--- src/rtl/hws_pkg.sv ---
// Package: shared lane type and lane choice for the word swap adapter.
// Assumes a host word of two half-word lanes.
package hws_pkg;
    localparam int HALVES = 2;

    typedef enum logic {
        LANE_LO = 1'b0,
        LANE_HI = 1'b1
    } lane_e;

    // Lane targeted by a 16-bit access: address bit 1 reversed when swap is on.
    function automatic lane_e pick_lane(input logic a1, input logic swapped);
        return lane_e'(a1 ^ swapped);
    endfunction
endpackage

--- src/rtl/hws_swap_reg.sv ---
// Swap control register: decodes its own word address and holds the 32-bit
// value. Keeps a registered flag that is set only for the exact all-ones value.
// Assumes bus width mode is static after reset; the flag and the value are
// loaded in the same edge, so the new value steers only later accesses.
module hws_swap_reg
    import hws_pkg::*;
#(
    parameter int DATA_W   = 32,
    parameter int ADDR_W   = 8,
    parameter int SWAP_OFS = 'h98
) (
    input  logic              clk,
    input  logic              rst_n,
    input  logic              bus16,
    input  logic [ADDR_W-1:2] word_addr,
    input  logic              host_wr,
    input  lane_e             lane,
    input  logic [DATA_W-1:0] host_wdata,
    output logic              swap_hit,
    output logic [DATA_W-1:0] swap_q,
    output logic              swap_act
);
    localparam int HALF_W = DATA_W / 2;
    localparam logic [ADDR_W-1:0] OFS_B = ADDR_W'(SWAP_OFS);

    logic [DATA_W-1:0] swap_d;
    logic              load;

    // Address decode of the swap register word.
    always_comb begin
        swap_hit = (word_addr == OFS_B[ADDR_W-1:2]);
        load     = swap_hit && host_wr;
    end

    // Next value: whole word in 32-bit mode, one half otherwise.
    always_comb begin
        swap_d = swap_q;
        if (!bus16) begin
            swap_d = host_wdata;
        end else if (lane == LANE_HI) begin
            swap_d[DATA_W-1:HALF_W] = host_wdata[HALF_W-1:0];
        end else begin
            swap_d[HALF_W-1:0] = host_wdata[HALF_W-1:0];
        end
    end

    // Storage of the swap value and its registered all-ones flag.
    always_ff @(posedge clk) begin
        if (!rst_n) begin
            swap_q   <= '0;
            swap_act <= 1'b0;
        end else if (load) begin
            swap_q   <= swap_d;
            swap_act <= (swap_d == {DATA_W{1'b1}});
        end
    end
endmodule

--- src/rtl/hws_lane_steer.sv ---
// Lane steering: picks the target half of the internal word and forms the
// internal address, strobes, per-half write enables and write data.
// Assumes accesses that hit the swap register stay inside the adapter.
module hws_lane_steer
    import hws_pkg::*;
#(
    parameter int DATA_W = 32,
    parameter int ADDR_W = 8
) (
    input  logic              bus16,
    input  logic [ADDR_W-1:1] host_addr,
    input  logic              host_wr,
    input  logic              host_rd,
    input  logic [DATA_W-1:0] host_wdata,
    input  logic              swap_act,
    input  logic              swap_hit,
    output lane_e             lane,
    output logic [ADDR_W-1:0] reg_addr,
    output logic              reg_wr,
    output logic              reg_rd,
    output logic [HALVES-1:0] reg_be,
    output logic [DATA_W-1:0] reg_wdata
);
    localparam int HALF_W = DATA_W / 2;

    // Lane choice and strobes forwarded to the internal bank.
    always_comb begin
        lane     = pick_lane(host_addr[1], swap_act);
        reg_addr = {host_addr[ADDR_W-1:2], 2'b00};
        reg_wr   = host_wr && !swap_hit;
        reg_rd   = host_rd && !swap_hit;
    end

    // One write enable and one data lane per internal half.
    for (genvar h = 0; h < HALVES; h++) begin : g_half
        always_comb begin
            if (!bus16) begin
                reg_be[h] = reg_wr;
                reg_wdata[h*HALF_W +: HALF_W] = host_wdata[h*HALF_W +: HALF_W];
            end else begin
                reg_be[h] = reg_wr && (lane == lane_e'(h));
                reg_wdata[h*HALF_W +: HALF_W] = host_wdata[HALF_W-1:0];
            end
        end
    end
endmodule

--- src/rtl/hws_rd_mux.sv ---
// Read multiplexer: returns either the swap register or the internal word,
// whole in 32-bit mode, as the selected half on the low lane in 16-bit mode.
// Assumes internal read data is valid in the cycle of the read strobe.
module hws_rd_mux
    import hws_pkg::*;
#(
    parameter int DATA_W = 32
) (
    input  logic              bus16,
    input  lane_e             lane,
    input  logic              swap_hit,
    input  logic [DATA_W-1:0] swap_q,
    input  logic [DATA_W-1:0] reg_rdata,
    output logic [DATA_W-1:0] host_rdata
);
    localparam int HALF_W = DATA_W / 2;

    logic [DATA_W-1:0] src;

    // Source word: internal swap register or internal bank.
    always_comb begin
        src = swap_hit ? swap_q : reg_rdata;
    end

    // Host lane drive: low lane gets the chosen half, high lane is cleared in 16-bit mode.
    for (genvar h = 0; h < HALVES; h++) begin : g_out
        if (h == 0) begin : g_low
            always_comb begin
                if (bus16) begin
                    host_rdata[HALF_W-1:0] = (lane == LANE_HI) ?
                        src[DATA_W-1:HALF_W] : src[HALF_W-1:0];
                end else begin
                    host_rdata[HALF_W-1:0] = src[HALF_W-1:0];
                end
            end
        end else begin : g_high
            always_comb begin
                host_rdata[h*HALF_W +: HALF_W] =
                    bus16 ? '0 : src[h*HALF_W +: HALF_W];
            end
        end
    end
endmodule

--- src/rtl/hbus_word_steer.sv ---
// Top: host bus word swap adapter. Connects a 16/32-bit host bus to a bank
// of 32-bit internal registers and FIFO ports, with an internal swap register.
// Assumes bus16 is static after reset and that the host issues one access per cycle.
module hbus_word_steer
    import hws_pkg::*;
#(
    parameter int DATA_W   = 32,
    parameter int ADDR_W   = 8,
    parameter int SWAP_OFS = 'h98
) (
    input  logic              clk,
    input  logic              rst_n,
    input  logic              bus16,
    input  logic [ADDR_W-1:1] host_addr,
    input  logic              host_wr,
    input  logic              host_rd,
    input  logic [DATA_W-1:0] host_wdata,
    output logic [DATA_W-1:0] host_rdata,
    output logic [ADDR_W-1:0] reg_addr,
    output logic              reg_wr,
    output logic              reg_rd,
    output logic              reg_be_hi,
    output logic              reg_be_lo,
    output logic [DATA_W-1:0] reg_wdata,
    input  logic [DATA_W-1:0] reg_rdata
);
    lane_e             lane;
    logic              swap_hit;
    logic              swap_act;
    logic [DATA_W-1:0] swap_q;
    logic [HALVES-1:0] reg_be;

    hws_swap_reg #(
        .DATA_W  (DATA_W),
        .ADDR_W  (ADDR_W),
        .SWAP_OFS(SWAP_OFS)
    ) u_swap (
        .clk       (clk),
        .rst_n     (rst_n),
        .bus16     (bus16),
        .word_addr (host_addr[ADDR_W-1:2]),
        .host_wr   (host_wr),
        .lane      (lane),
        .host_wdata(host_wdata),
        .swap_hit  (swap_hit),
        .swap_q    (swap_q),
        .swap_act  (swap_act)
    );

    hws_lane_steer #(
        .DATA_W(DATA_W),
        .ADDR_W(ADDR_W)
    ) u_steer (
        .bus16     (bus16),
        .host_addr (host_addr),
        .host_wr   (host_wr),
        .host_rd   (host_rd),
        .host_wdata(host_wdata),
        .swap_act  (swap_act),
        .swap_hit  (swap_hit),
        .lane      (lane),
        .reg_addr  (reg_addr),
        .reg_wr    (reg_wr),
        .reg_rd    (reg_rd),
        .reg_be    (reg_be),
        .reg_wdata (reg_wdata)
    );

    hws_rd_mux #(
        .DATA_W(DATA_W)
    ) u_rmux (
        .bus16     (bus16),
        .lane      (lane),
        .swap_hit  (swap_hit),
        .swap_q    (swap_q),
        .reg_rdata (reg_rdata),
        .host_rdata(host_rdata)
    );

    // Per-half enables brought out as named ports.
    always_comb begin
        reg_be_lo = reg_be[0];
        reg_be_hi = reg_be[1];
    end
endmodule

--- config.mk ---
export PLATFORM = sky130hd
export DESIGN_NAME = hbus_word_steer
export DESIGN_NICKNAME = d
export VERILOG_FILES = /design/src/rtl/hws_pkg.sv /design/src/rtl/hws_swap_reg.sv /design/src/rtl/hws_lane_steer.sv /design/src/rtl/hws_rd_mux.sv /design/src/rtl/hbus_word_steer.sv
export SDC_FILE = /design/constraint.sdc
export NUM_CORES = 1
export LEC_CHECK = 0
export CELL_PAD_IN_SITES_DETAIL_PLACEMENT = 0
export CELL_PAD_IN_SITES_GLOBAL_PLACEMENT = 1
export CORE_MARGIN = 3
export CORE_UTILIZATION = 24
export CTS_CLUSTER_DIAMETER = 40
export CTS_CLUSTER_SIZE = 16
export DETAILED_ROUTE_END_ITERATION = 10
export PLACE_DENSITY = 0.84
export SYNTH_ARGS = -nofsm -noshare
export SYNTH_HDL_FRONTEND = slang
export SYNTH_SLANG_ARGS = --single-unit
--- constraint.sdc ---
create_clock -name clk -period 2 [get_ports clk]
set_clock_uncertainty 0.2 [all_clocks]
set_input_delay 0.2 -clock clk [delete_from_list [all_inputs] [get_ports clk]]
set_output_delay 0.2 -clock clk [all_outputs]
set_load 0.01 [all_outputs]
==> flow_summary.toml, run 1 <==
[floorplan]
fp.dieH_um = 112
core_mm2 = 0.0109
ios = 152
start_util = 0.249
rows = 38
die_x_um = 112
die_area_mm2 = 0.0126

[timing]
rsz0062_at_grt = "yes"
fin_ws_ns = -0.0179
slew_violations = 0
finalCriticalPeriod_ns = 2.02
min_period_over_period = 1.01
finalSetupViolCount = 5
hold_viol = 0
max_freq_ghz = 0.496
timing.hold.ws_ns = 0.317

[logic_synthesis]
synthDistinctLibCells = 37
synth_edf_count = 0
avgSynthCellArea_um2 = 7.75
synth_top_area_frac = 0.243
yosys-top-cells-area = "dfxtp_1 24%, mux2i_1 15%, mux2_2 13%, nand2_1 7.0%, buf_4 6.9%"
seq_area_frac_synth = 0.243
yosys-top-cells-count = "51 x nand2_1, 40 x mux2i_1, 33 x dfxtp_1, 31 x mux2_2, 31 x nor2_1"
synthFlopType = "dfxtp_1"
async_reset_ff_frac = 0
synth_cells = 351
ys_ff_latch = 33
yosys_warnings = 0
synth.most_common_cell = "nand2_1"
syn_area_mm2 = 0.00272
synth_area_leader_cell = "dfxtp_1"

[routing]
drt_wl_total_um = 11800
num_vias = 3146
drcViolationCount = 0
dr.pass1.iters = 4
vias_per_cell = 4.82
drt-initial-drc-count = 230
final_antenna_net_count = 0
wl_per_cell_um = 18.1

[clock_tree]
clk_pin_slew_worst_paths_ns = 0.05
cts_hold_buf = 0
clockBufferDepth = 2
cts_htree_levels = 2
cts_root_buffer = "clkbuf_16"
cts.sinks = 33
cts_buffers = 5
clock_latency_ns = 0.28
cts_tree = "built"

[worst_setup_path]
critPathSlowestCell = "mux2_4"
cpPeakStageDelay_ns = 0.30
required_ns = 1.60
crit_arrival_ns = 1.62
startpoint_type = "primary input"
worstSetupEndpointType = "output port"
crit_type = "primary input to output port"
crit_path_cell_trace = "buf_6, nor4bb_1, nand3b_1, buf_12, clkbuf_16, mux2_4, nand2_2, o21ai_2, buf_2"
crit_fanout = 8

[finish]
fin_nets = 587
drive_gt1_frac = 0.338
synthToLayoutAreaGrowth_pct = 83.4
final_area_mm2 = 0.00499
instances_no_fill = 653

[global_routing]
gr-usage-all-layers = 0.174
antenna_found_initial = 1
grt_max_degree = 36
grt_pass1_vias = 3124
grt_pass1_wl_um = 17400
grt.overflow.total = 0

[placed_design]
dp.cells = 632
hpwlAfterDp_um = 8640
port_buffers = 149
gp_congestion = 0.885
placed_area_mm2 = 0.00444

[outcome]
failed_checks = "setup timing"
outcome = "finished, violations left"

[pwr]
power.density_mw_per_mm2 = 460
peakVddDrop_uv = 284
p_leak_nw = 2.16

[worst_hold_path]
min_path_type = "flop to flop"

[job]
maxCapViolCount = 0
[registers in the layout (all words and copies together), names as in the netlist]
register	flops
u_swap.swap_q	32
u_swap.swap_act	1
[metrics by stage]
stage	util	power (mW)	setup TNS, ns	setup WS (ns)
5_1_grt	0.456	2.39	-1.24	-0.0874
4_1_cts	0.440	2.28	-0.00552	-0.00552
3_3_place_gp	0.406	1.39	-33.23	-0.654
3_5_place_dp	0.406	1.40	-33.91	-0.684
2_1_floorplan	-	0.958	0	0.00630
6_report	0.456	2.30	-0.0503	-0.0179
[per-layer routing]
metal	track usage	vias to the layer above	routed length, um
li1	-	1526	-
met1	0.219	1470	4940
met2	0.302	122	5820
met3	0.0334	28	689
met4	0.0553	0	367
met5	0	-	0
[power breakdown]
group / internal, mW / switching, mW / leakage, nW
logic: 0.416 / 0.319 / 1.81
registers: 0.659 / 0.00258 / 0.267
clock network: 0.622 / 0.277 / 0.0841
[cell families after synthesis]
| family | Yosys count | synth area share |
|---|---|---|
| buffers and inverters | 52 | 0.109 |
| flip-flops | 33 | 0.243 |
| XOR/XNOR | 2 | 0.00921 |
| other | 1 | 0.00138 |
| AND/OR/NAND/NOR | 143 | 0.254 |
| multiplexers | 71 | 0.276 |
| AO/OA/AOI/OAI | 49 | 0.109 |
[repair_timing]
action                                  CTS  global route
pin swaps                                 7            15
endpoints found under the setup margin   72            66
resized for setup                       160            72
setup buffers                             3             0
cloned                                    6             3
[final cells by class]
type                            instances  area, um^2
Tap cell                              140         175
Fill cell                            1050        5950
Timing Repair Buffer                  201        1930
Clock inverter                          1        30.0
Clock buffer                            7         143
Sequential cell                        33         664
Inverter                                3        11.3
Multi-Input combinational cell        267        2030
Antenna cell                            1        2.50
[path summary, 6_finish.rpt]
kind / startpoint / endpoint / slack [ns] / depth (start not counted)
max: host_addr[2] / host_rdata[12] / -0.02 / 9
min: u_swap.swap_q[21] / u_swap.swap_q[21] / 0.32 / 2
max reg2reg: u_swap.swap_act / u_swap.swap_act / 0.01 / 6
min reg2reg: u_swap.swap_q[21] / u_swap.swap_q[21] / 0.32 / 2
[layout by cell type, fill, tap and decap left out, types with 2 or more instances in the layout]
cell	n
o21ai_0	9
a21oi_1	5
and2_1	7
nand3_1	7
nor2b_1	25
o21ai_1	14
dfxtp_1	32
a31oi_1	6
dlygate4sd2_1	8
mux2i_1	24
nand2_1	45
buf_16	5
buf_12	4
mux2i_4	9
a21oi_2	2
nand3b_1	2
mux2_2	27
a31o_2	5
mux2_4	4
buf_2	23
buf_6	9
conb_1	2
mux2i_2	7
nand4_1	8
clkbuf_16	7
inv_1	3
buf_4	32
clkbuf_2	14
nor2_1	31
clkdlybuf4s50_1	102
nand2_2	7
[critical path: cells and delay by family]
| kind | cells | cell delay, ns |
|---|---|---|
| AND/OR/NAND/NOR | 3 | 0.47 |
| buffers and inverters | 4 | 0.59 |
| AO/OA/AOI/OAI | 1 | 0.05 |
| multiplexers | 1 | 0.30 |
Power figures use the tool's default switching activity.
==> run 2, diff against run 1 <==
- ABC_CLOCK_PERIOD_IN_PS: not set -> 2000
==> results of run 2 <==
The final DEF is identical to that of run 1; final timing and power are the same.
==> run 3, diff against run 2 <==
- CORE_MARGIN: 3 -> 2
- HOLD_SLACK_MARGIN: not set -> 0.02
==> flow_summary.toml, run 3 (synthesized netlist as in run 1, its figures left out) <==
[finish]
top_register = "u_swap.swap_q"
antenna_cells = 0
fin_nets = 588
synthToLayoutAreaGrowth_pct = 81.7
top_regs = "u_swap.swap_q: 32 flops, u_swap.swap_act: 1 flops"
drive_gt1_frac = 0.343
largest_reg_flops = 32
postLayoutCoreUtil = 0.452
final_cell_mix = "99 x clkdlybuf4s50_1, 48 x nand2_1, 37 x buf_4, 34 x buf_2, 32 x dfxtp_1"
num-fill-cells = 1067
final_common_cell = "clkdlybuf4s50_1"

[timing]
min_period_over_period = 1.00
rsz0062_at_grt = "yes"
fin_ws_ns = -0.00885
finalSetupViolCount = 6
tns_ns = -0.0343
slew_violations = 0
finalCriticalPeriod_ns = 2.01
hold_viol = 0
max_freq_ghz = 0.498

[worst_setup_path]
crit_path_cell_trace = "buf_6, nor4bb_4, nand3b_1, buf_6, buf_16, mux2_4, nand2_2, o21ai_2, buf_2"
rrSetupSlack_ns = 0
critPathSlowestCell = "mux2_4"
cpPeakStageDelay_ns = 0.30
crit_fanout = 5
rr_worst_depth = 7
startpoint_type = "primary input"
required_ns = 1.60
crit_type = "primary input to output port"
worst-path-buf-inv = 4
crit_arrival_ns = 1.61
cp_common_cell = "buf_6"
worstSetupEndpointType = "output port"
crit_family = "buffers and inverters"
r2r-end = "u_swap.swap_q[15]"
r2r-start = "u_swap.swap_act"

[routing]
vias_per_cell = 4.75
dr.pass1.iters = 4
drcViolationCount = 0
wl_per_cell_um = 17.8
final_antenna_net_count = 0
num_vias = 3099
drt-initial-drc-count = 279
drt_wl_total_um = 11600

[placed_design]
hpwlAfterDp_um = 8340
port_buffers = 149
gp_congestion = 0.807
pre_cts_slack_ns = -0.742

[pwr]
power.density_mw_per_mm2 = 432
p_leak_nw = 2.16
peakVddDrop_uv = 269
total_power_mw = 2.13

[clock_tree]
cts_htree_levels = 2
clockBufferDepth = 2
clk_pin_slew_worst_paths_ns = 0.05
cts_tree = "built"
clock_latency_ns = 0.28
cts_root_buffer = "clkbuf_16"
cts_buffers = 5
cts.sinks = 33

[floorplan]
core_mm2 = 0.0109
die_area_mm2 = 0.0122
fp.dieH_um = 110
start_util = 0.249
ios = 152
rows = 38
die_x_um = 110

[job]
maxCapViolCount = 0

[global_routing]
antenna_found_initial = 0
grt.overflow.total = 0
gr-usage-all-layers = 0.178
grt_pass1_wl_um = 17400
grt_max_degree = 36
grt_pass1_vias = 3122

[outcome]
failed_checks = "setup timing"
outcome = "finished, violations left"

[worst_hold_path]
min_path_type = "primary input to flop"
whs_path_depth = 3
hold_end = "u_swap.swap_q[15]"
hold_start = "host_wdata[15]"
-- run 3: changes by cell type in the layout (fill, tap and decap cells not counted), moves of 3 or more --
cell	delta
buf_2	+11
buf_4	+5
buf_6	-3
clkbuf_2	-9
clkdlybuf4s50_1	-3
dlymetal6s2s_1	+3
mux2i_2	-3
nand2_1	+3
nand2_2	-3
-- run 3: how the worst max path moves through the flow --
stage,start,to,depth (start not counted)
after CTS,host_addr[6],host_rdata[6],10
after floorplan,u_swap.swap_act,u_swap.swap_act,7
final,host_addr[2],host_rdata[4],9
after global routing,host_addr[2],host_rdata[11],9
after global placement,host_addr[3],host_rdata[13],7
after detailed placement,host_addr[3],host_rdata[13],7
-- run 3: repair_timing --
| item | 4_1_cts | 5_1_grt |
|---|---|---|
| setup endpoints to repair | 72 | 67 |
| setup buffers | 5 | 6 |
| gates cloned | 7 | 1 |
| hold buffers | 0 | 0 |
| pin swaps | 15 | 9 |
| gates resized for setup | 184 | 71 |
-- run 3: cell type report --
type	instances	area, um^2	share of cell area
inverters	3	11.3	0.00228
repair buffers	202	1920	0.389
multi-input cells	267	2030	0.411
well taps	140	175	0.0355
flip-flops and latches	33	664	0.134
clock buffers	6	129	0.0261
clock inverters	2	10.0	0.00203
-- run 3: stage by stage --
step           cells  hold WS [ns]  cell area, um^2
4_1_cts          649         0.320             4790
3_5_place_dp     629         0.296             4430
3_3_place_gp     629         0.284             4430
2_1_floorplan    352         0.128             2730
5_1_grt          653         0.226             4940
6_report         653         0.218             4940
-- run 3: where the power goes --
part           total (mW)  internal [mW]  switching, mW
combinational       0.727          0.414          0.313
clock               0.743          0.457          0.286
sequential          0.661          0.659        0.00270
-- run 3: layer usage --
metal	track usage	vias up	share of wire
met2	0.308	113	0.49
met4	0.0525	0	0.016
met3	0.0324	15	0.054
met5	0	-	0
li1	-	1517	-
met1	0.225	1454	0.44
-- run 3: worst reg2reg max path, cell delays in order, from the launching register on --
cell	delay [ns]
dfxtp_4	0.37
xor2_4	0.20
and2_4	0.19
buf_6	0.11
or3_4	0.43
buf_16	0.17
mux2i_1	0.17
nor2b_1	0.07
